## config.mk

```make
export PLATFORM = sky130hd
export DESIGN_NAME = lkd_key_decoder
export DESIGN_NICKNAME = d
export VERILOG_FILES = /design/src/rtl/lkd_pkg.sv /design/src/rtl/lkd_window_decode.sv /design/src/rtl/lkd_run_filter.sv /design/src/rtl/lkd_report_fsm.sv /design/src/rtl/lkd_key_decoder.sv
export SDC_FILE = /design/constraint.sdc
export NUM_CORES = 1
export LEC_CHECK = 0
export BUFFER_PORTS_ARGS = -buffer_cell sky130_fd_sc_hd__buf_2
export CORE_UTILIZATION = 37
export CTS_CLUSTER_SIZE = 12
export DETAILED_ROUTE_END_ITERATION = 8
export HOLD_SLACK_MARGIN = 0.08
export PLACE_DENSITY = 0.63
export SETUP_SLACK_MARGIN = 0.5
export SYNTH_ARGS = -nofsm -noshare
export SYNTH_HDL_FRONTEND = slang
export SYNTH_SLANG_ARGS = --single-unit
```

## constraint.sdc

```tcl
create_clock -name clk -period 2.7 [get_ports clk]
set_input_delay 0.135 -clock clk [delete_from_list [all_inputs] [get_ports clk]]
set_output_delay 0.135 -clock clk [all_outputs]
set_load 0.1 [all_outputs]
```

## src/rtl/lkd_pkg.sv

```systemverilog
package lkd_pkg;

   localparam int unsigned LKD_KEYS   = 9;
   localparam int unsigned LKD_CODE_W = 4;

   typedef logic [LKD_CODE_W-1:0] lkd_key_t;

   localparam lkd_key_t LKD_NONE = 4'hF;

   // nominal ladder code of each button at 10-bit resolution
   function automatic int unsigned lkd_level10(input int unsigned idx);
      case (idx)
         0:       return 0;
         1:       return 204;
         2:       return 304;
         3:       return 398;
         4:       return 496;
         5:       return 592;
         6:       return 688;
         7:       return 784;
         8:       return 880;
         default: return 0;
      endcase
   endfunction

   // upper inclusive edge of the window of button idx at adc_w bits
   function automatic int unsigned lkd_window_top(input int unsigned idx,
                                                  input int unsigned adc_w);
      int unsigned sh;
      int unsigned lo;
      int unsigned hi;
      sh = adc_w - 10;
      lo = lkd_level10(idx) << sh;
      if (idx + 1 < LKD_KEYS)
         hi = lkd_level10(idx + 1) << sh;
      else
         hi = (32'd1 << adc_w) - 1;
      return (lo + hi) / 2;
   endfunction

endpackage

```

## src/rtl/lkd_window_decode.sv

```systemverilog
module lkd_window_decode
   import lkd_pkg::*;
#(
   parameter int unsigned ADC_W = 10
) (
   input  logic [ADC_W-1:0] sample,
   output lkd_key_t         key
);

   logic [LKD_KEYS-1:0] at_or_below;

   for (genvar k = 0; k < LKD_KEYS; k++) begin : g_win
      localparam int unsigned   TOP   = lkd_window_top(k, ADC_W);
      localparam logic [ADC_W-1:0] TOP_V = ADC_W'(TOP);
      assign at_or_below[k] = (sample <= TOP_V);
   end

   // edges ascend, so the lowest window that holds the reading wins
   always_comb begin
      key = LKD_NONE;
      for (int k = LKD_KEYS - 1; k >= 0; k--) begin
         if (at_or_below[k]) key = lkd_key_t'(k);
      end
   end

endmodule

```

## src/rtl/lkd_run_filter.sv

```systemverilog
module lkd_run_filter
   import lkd_pkg::*;
#(
   parameter int unsigned STABLE_N = 4
) (
   input  logic     clk,
   input  logic     rst_n,
   input  logic     clear,
   input  logic     advance,
   input  lkd_key_t cand,
   output logic     qualified
);

   localparam int unsigned       CNT_W   = $clog2(STABLE_N + 1);
   localparam logic [CNT_W-1:0]  CNT_MAX = CNT_W'(STABLE_N);
   localparam logic [CNT_W-1:0]  CNT_ONE = CNT_W'(1);

   lkd_key_t         last_q;
   logic [CNT_W-1:0] cnt_q;
   logic [CNT_W-1:0] cnt_nx;

   always_comb begin
      cnt_nx = cnt_q;
      if (advance) begin
         if (cand == last_q)
            cnt_nx = (cnt_q == CNT_MAX) ? cnt_q : cnt_q + CNT_ONE;
         else
            cnt_nx = CNT_ONE;
      end
   end

   always_ff @(posedge clk) begin
      if (!rst_n || clear) begin
         last_q <= LKD_NONE;
         cnt_q  <= '0;
      end else if (advance) begin
         last_q <= cand;
         cnt_q  <= cnt_nx;
      end
   end

   assign qualified = advance && !clear && (cand != LKD_NONE) && (cnt_nx == CNT_MAX);


   run_clear_chk: assert property (@(posedge clk) disable iff (!rst_n)
      clear |=> (cnt_q == '0));


   run_hold_chk: assert property (@(posedge clk) disable iff (!rst_n)
      (!advance && !clear) |=> $stable(cnt_q));

endmodule

```

## src/rtl/lkd_report_fsm.sv

```systemverilog
module lkd_report_fsm
   import lkd_pkg::*;
(
   input  logic     clk,
   input  logic     rst_n,
   input  logic     flag_hi,
   input  logic     none_seen,
   input  logic     qualified,
   input  lkd_key_t qual_key,
   output logic     key_valid,
   output lkd_key_t key_code,
   output logic     press_evt,
   output logic     release_evt
);

   typedef enum logic {ST_IDLE, ST_HELD} st_t;

   st_t st_q;

   always_ff @(posedge clk) begin
      if (!rst_n) begin
         st_q        <= ST_IDLE;
         key_code    <= LKD_NONE;
         press_evt   <= 1'b0;
         release_evt <= 1'b0;
      end else begin
         press_evt   <= 1'b0;
         release_evt <= 1'b0;
         case (st_q)
            ST_IDLE: begin
               if (qualified) begin
                  st_q      <= ST_HELD;
                  key_code  <= qual_key;
                  press_evt <= 1'b1;
               end
            end
            ST_HELD: begin
               if (flag_hi || none_seen) begin
                  st_q        <= ST_IDLE;
                  key_code    <= LKD_NONE;
                  release_evt <= 1'b1;
               end
            end
            default: st_q <= ST_IDLE;
         endcase
      end
   end

   assign key_valid = (st_q == ST_HELD);


   flag_drop_chk: assert property (@(posedge clk) disable iff (!rst_n)
      flag_hi |=> !key_valid);


   held_code_chk: assert property (@(posedge clk) disable iff (!rst_n)
      (key_valid && $past(key_valid)) |-> $stable(key_code));


   press_pulse_chk: assert property (@(posedge clk) disable iff (!rst_n)
      press_evt |=> !press_evt);

endmodule

```

## src/rtl/lkd_key_decoder.sv

```systemverilog
module lkd_key_decoder
   import lkd_pkg::*;
#(
   parameter int unsigned ADC_W    = 10,
   parameter int unsigned STABLE_N = 4
) (
   input  logic             clk,
   input  logic             rst_n,
   input  logic             sample_valid,
   input  logic [ADC_W-1:0] sample_code,
   input  logic             key_flag_n,
   output logic             key_valid,
   output logic [3:0]       key_code,
   output logic             press_evt,
   output logic             release_evt
);

   if (ADC_W < 10 || ADC_W > 16) begin : g_bad_width
      $error("lkd_key_decoder: ADC_W must lie in 10..16");
   end
   if (STABLE_N < 1) begin : g_bad_run
      $error("lkd_key_decoder: STABLE_N must be at least 1");
   end

   lkd_key_t cand;
   logic     qualified;
   logic     none_seen;
   lkd_key_t code_w;

   lkd_window_decode #(.ADC_W(ADC_W)) i_decode (
      .sample (sample_code),
      .key    (cand)
   );

   lkd_run_filter #(.STABLE_N(STABLE_N)) i_filter (
      .clk       (clk),
      .rst_n     (rst_n),
      .clear     (key_flag_n),
      .advance   (sample_valid),
      .cand      (cand),
      .qualified (qualified)
   );

   assign none_seen = sample_valid && !key_flag_n && (cand == LKD_NONE);

   lkd_report_fsm i_fsm (
      .clk         (clk),
      .rst_n       (rst_n),
      .flag_hi     (key_flag_n),
      .none_seen   (none_seen),
      .qualified   (qualified),
      .qual_key    (cand),
      .key_valid   (key_valid),
      .key_code    (code_w),
      .press_evt   (press_evt),
      .release_evt (release_evt)
   );

   assign key_code = code_w;


   release_idle_chk: assert property (@(posedge clk) disable iff (!rst_n)
      release_evt |-> (!key_valid && key_code == 4'hF));


   idle_none_chk: assert property (@(posedge clk) disable iff (!rst_n)
      !key_valid |-> (key_code == 4'hF));


   evt_exclusive_chk: assert property (@(posedge clk) disable iff (!rst_n)
      !(press_evt && release_evt));


   rise_source_chk: assert property (@(posedge clk) disable iff (!rst_n)
      $rose(key_valid) |-> ($past(sample_valid) && !$past(key_flag_n) && press_evt));

endmodule

```

==> impl_metrics.env <==
export IMPL_route_antenna_remaining_nets=0
export IMPL_grt_busiest_layer="met2"
export IMPL_numClockSinks=14
export IMPL_synth_compound_area_share_pct=31.90
export IMPL_synth_edff_count=0
export IMPL_synth_area_top_cells="sky130_fd_sc_hd__dfxtp_1, sky130_fd_sc_hd__nand2_1, sky130_fd_sc_hd__a21oi_1"
export IMPL_grt_overflow=0
export IMPL_post_synth_top_flop="sky130_fd_sc_hd__dfxtp_1"
export IMPL_floorplan_core_area_mm2=0.002758
export IMPL_postLayoutCellArea_mm2=0.001216
export IMPL_finish_cell_count_without_fillers=194
export IMPL_skew_ns=0.009585
export IMPL_track_usage_pct=17.76
export IMPL_setup_total_negative_slack_ns=0
export IMPL_met1_usage_pct=22.48
export IMPL_synth_fa_ha_area_share_pct=2.320
export IMPL_globalRouteMet3Util_pct=4.419
export IMPL_crit_chain="buf_2 > or4_4 > or4_4 > nand3_1 > and3_1 > o21ai_2 > a211o_4 > mux2i_1"
export IMPL_synth_xor_area_share_pct=0.8121
export IMPL_run_status="finished clean"
export IMPL_total_iterations_of_the_first_detailed_routing_run=5
export IMPL_period_needed_ns=2.121
export IMPL_final_min_period_over_clock_period_pct=78.55
export IMPL_holdWs_ns=0.1633
export IMPL_groute_layer_met2_usage_pct=30.10
export IMPL_clock_insertion_delay_worst_skew_ns=0.28
export IMPL_synth_mux_area_fraction_pct=4.640
export IMPL_crit_top_cell="sky130_fd_sc_hd__or4_4"
export IMPL_synth_top_cell_by_area="sky130_fd_sc_hd__dfxtp_1"
export IMPL_first_iter_violations=16
export IMPL_routabilityCongestion=0.9155
export IMPL_h_tree_depth=1
export IMPL_setup_repair_after_global_routing_missed_its_margin="false"
export IMPL_synthesis_yosys_warnings=0
export IMPL_synth_yosys_seq_area_share_pct=25.99
export IMPL_ys_seq_elements=14
export IMPL_final_setup_worst_slack_ns=0.5792
export IMPL_post_synth_net_total=164
export IMPL_cpMaxStageDelayCell="sky130_fd_sc_hd__or4_4"
export IMPL_cell_area_power_density_mw_per_mm2=357.6
export IMPL_crit_fanout=6
export IMPL_max_clock_freq_ghz=0.4715
export IMPL_effective_utilization_at_floorplan_pct=39.11
export IMPL_final_hold_violating_endpoints=0
export IMPL_postCtsHoldBufs=0
export IMPL_routed_via_density=5.742
export IMPL_grt_pass1_wl_mm=4.547
export IMPL_slew_worst_pin_ns=0.4851
export IMPL_synth_async_sr_flop_share_pct=0
export IMPL_final_util_pct=44.10
export IMPL_detail_route_drc_violations=0
export IMPL_die_width_um=55.99
export IMPL_postRouteWirelength_mm=2.526
export IMPL_final_max_slew_viol_count=0
export IMPL_nNetsFinal=181
export IMPL_buffer_ports_inserted=20
export IMPL_netlist_cell_type_count=45
export IMPL_cp_slowest_stage_delay_ns=0.57
export IMPL_synthMostInstantiatedCell="sky130_fd_sc_hd__nand2_1"
export IMPL_postCtsResizedCells=1
export IMPL_netlist_area_mm2=0.001079
export IMPL_flow_area_growth_from_synthesis_pct=12.76
export IMPL_worstPathArrival_ns=2.29
export IMPL_vdd_drop_max_mv=0.2917
export IMPL_timing_max_slew_rel_slack_pct=67.88
export IMPL_design_portCount=21
export IMPL_static_leakage_power_nw=0.4701
export IMPL_clock_tree_from_tritoncts="yes"
export IMPL_placedInstanceArea_mm2=0.001181
export IMPL_timing_hold_worst_class="input port to register"
export IMPL_critical_path_required_ns=2.87
export IMPL_dp_hpwl_mm=1.979
export IMPL_gate_count_post_synth=148
export IMPL_synth_area_per_inst_um2=7.287
export IMPL_placed_cells_incl_taps=191
export IMPL_simple_gate_fraction_of_synth_area_pct=27.49
export IMPL_cts_post_setup_buffers_inserted=0
export IMPL_number_of_max_capacitance_violations_reported=0
export IMPL_antenna_cells_inserted=0
export IMPL_synth_top_cells_by_count="sky130_fd_sc_hd__nand2_1, sky130_fd_sc_hd__dfxtp_1, sky130_fd_sc_hd__a21oi_1"
export IMPL_yosysTopAreaCellShare_pct=25.99
export IMPL_drive_gt1_share_pct=19.02
export IMPL_placementRows=19
export IMPL_cts_root_to_sink_buffers=2
export IMPL_dpl_worst_slack_ns=0.1506
export IMPL_wire_per_inst_um=13.02
export IMPL_timing_setup_critical_path_class="input port to register"
export IMPL_path_clk_slew_ns=0.08
export IMPL_finalSetupViolations=0
export IMPL_timing_critical_path_to_type="register"
export IMPL_fillCellCount=296
export IMPL_dominant_combinational_cell_family_by_area_after_synthesis="compound AO/OA/AOI/OAI gates"
export IMPL_tritoncts_num_buffers=3
export IMPL_antenna_found_initial=0
export IMPL_largest_net_degree_at_the_start_of_global_routing=18
export IMPL_die_h_um=55.99
export IMPL_setup_worst_path_start_class="input port"
export IMPL_vias_in_the_first_global_route=1073
export IMPL_design_die_area_mm2=0.003135
export IMPL_clock_tree_root_cell="sky130_fd_sc_hd__clkbuf_4"
export IMPL_routed_via_count=1114
export IMPL_post_layout_total_power_uw=434.9
sequential cells by signal (all words and copies together) (netlist names):
name,count
i_filter.cnt_q,3
i_filter.last_q,4
i_fsm.key_code,4
i_fsm.key_valid,1
i_fsm.press_evt,1
i_fsm.release_evt,1
area by class of cell:
cell class                 instances  area [µm²]  area share, %
multi-input combinational        117       737.0          60.60
sequential                        14       280.3          23.05
timing repair buffer              21       107.6          8.848
tap                               31       38.79          3.189
inverter                           8       30.03          2.469
clock buffer                       3       22.52          1.852
path summary, 6_finish.rpt:
path	start	to	slack, ns	cells after the start
setup / recovery	sample_code[1]	i_fsm.key_code[3]$_SDFFE_PN1P_	0.58	8
hold / removal	rst_n	i_filter.cnt_q[2]$_SDFFE_PP0P_	0.16	3
setup reg to reg	i_filter.cnt_q[0]$_SDFFE_PP0P_	i_fsm.key_code[3]$_SDFFE_PN1P_	0.81	6
hold reg to reg	i_fsm.key_valid$_SDFF_PN0_	i_fsm.key_valid$_SDFF_PN0_	0.49	2
placed cells by master, fill, tap and decap left out, drive strengths merged, types with 2 or more instances in the layout:
cell type  synthesis  layout
or3                2       2
clkbuf             6       3
o31ai              2       2
inv                8       8
nor2              10      10
nand3              8       8
buf                3      21
ha                 2       2
o211ai             5       5
a211oi             5       5
nand2b             4       4
a31o               2       2
a21boi             2       2
nand2             15      15
mux2i              5       5
dfxtp             14      14
o21ai             12      12
nor3               6       6
a31oi              3       3
a211o              2       2
a21oi             11      11
or4                3       3
nor4               3       3
metal layers:
layer  up-vias  share of wire, %
met5         -                 0
met4         0                 0
met3         0               2.6
met2        14                50
met1       519                48
li1        581                 -
kinds of logic after synthesis:
logic type / count (synthesis)
AOI/OAI and AO/OA: 51
buffers and inverters: 17
muxes: 5
adders and majority gates: 2
and+or+nand+nor: 58
DFF: 14
xor gates and xnor gates: 1
report_power, final:
part / total (mW) / internal [mW] / switching (mW)
registers: 0.213 / 0.209 / 0.00362
logic: 0.104 / 0.0397 / 0.0645
clock network: 0.118 / 0.0518 / 0.0658
total: 0.435 / 0.301 / 0.134
critical path: cells and delay by family:
family / cells / cell delay (ns)
AND/OR/NAND/NOR: 4 / 1.43
AO/OA/AOI/OAI: 2 / 0.48
multiplexers: 1 / 0.13
buffers and inverters: 1 / 0.11
Power figures use the tool's default switching activity.
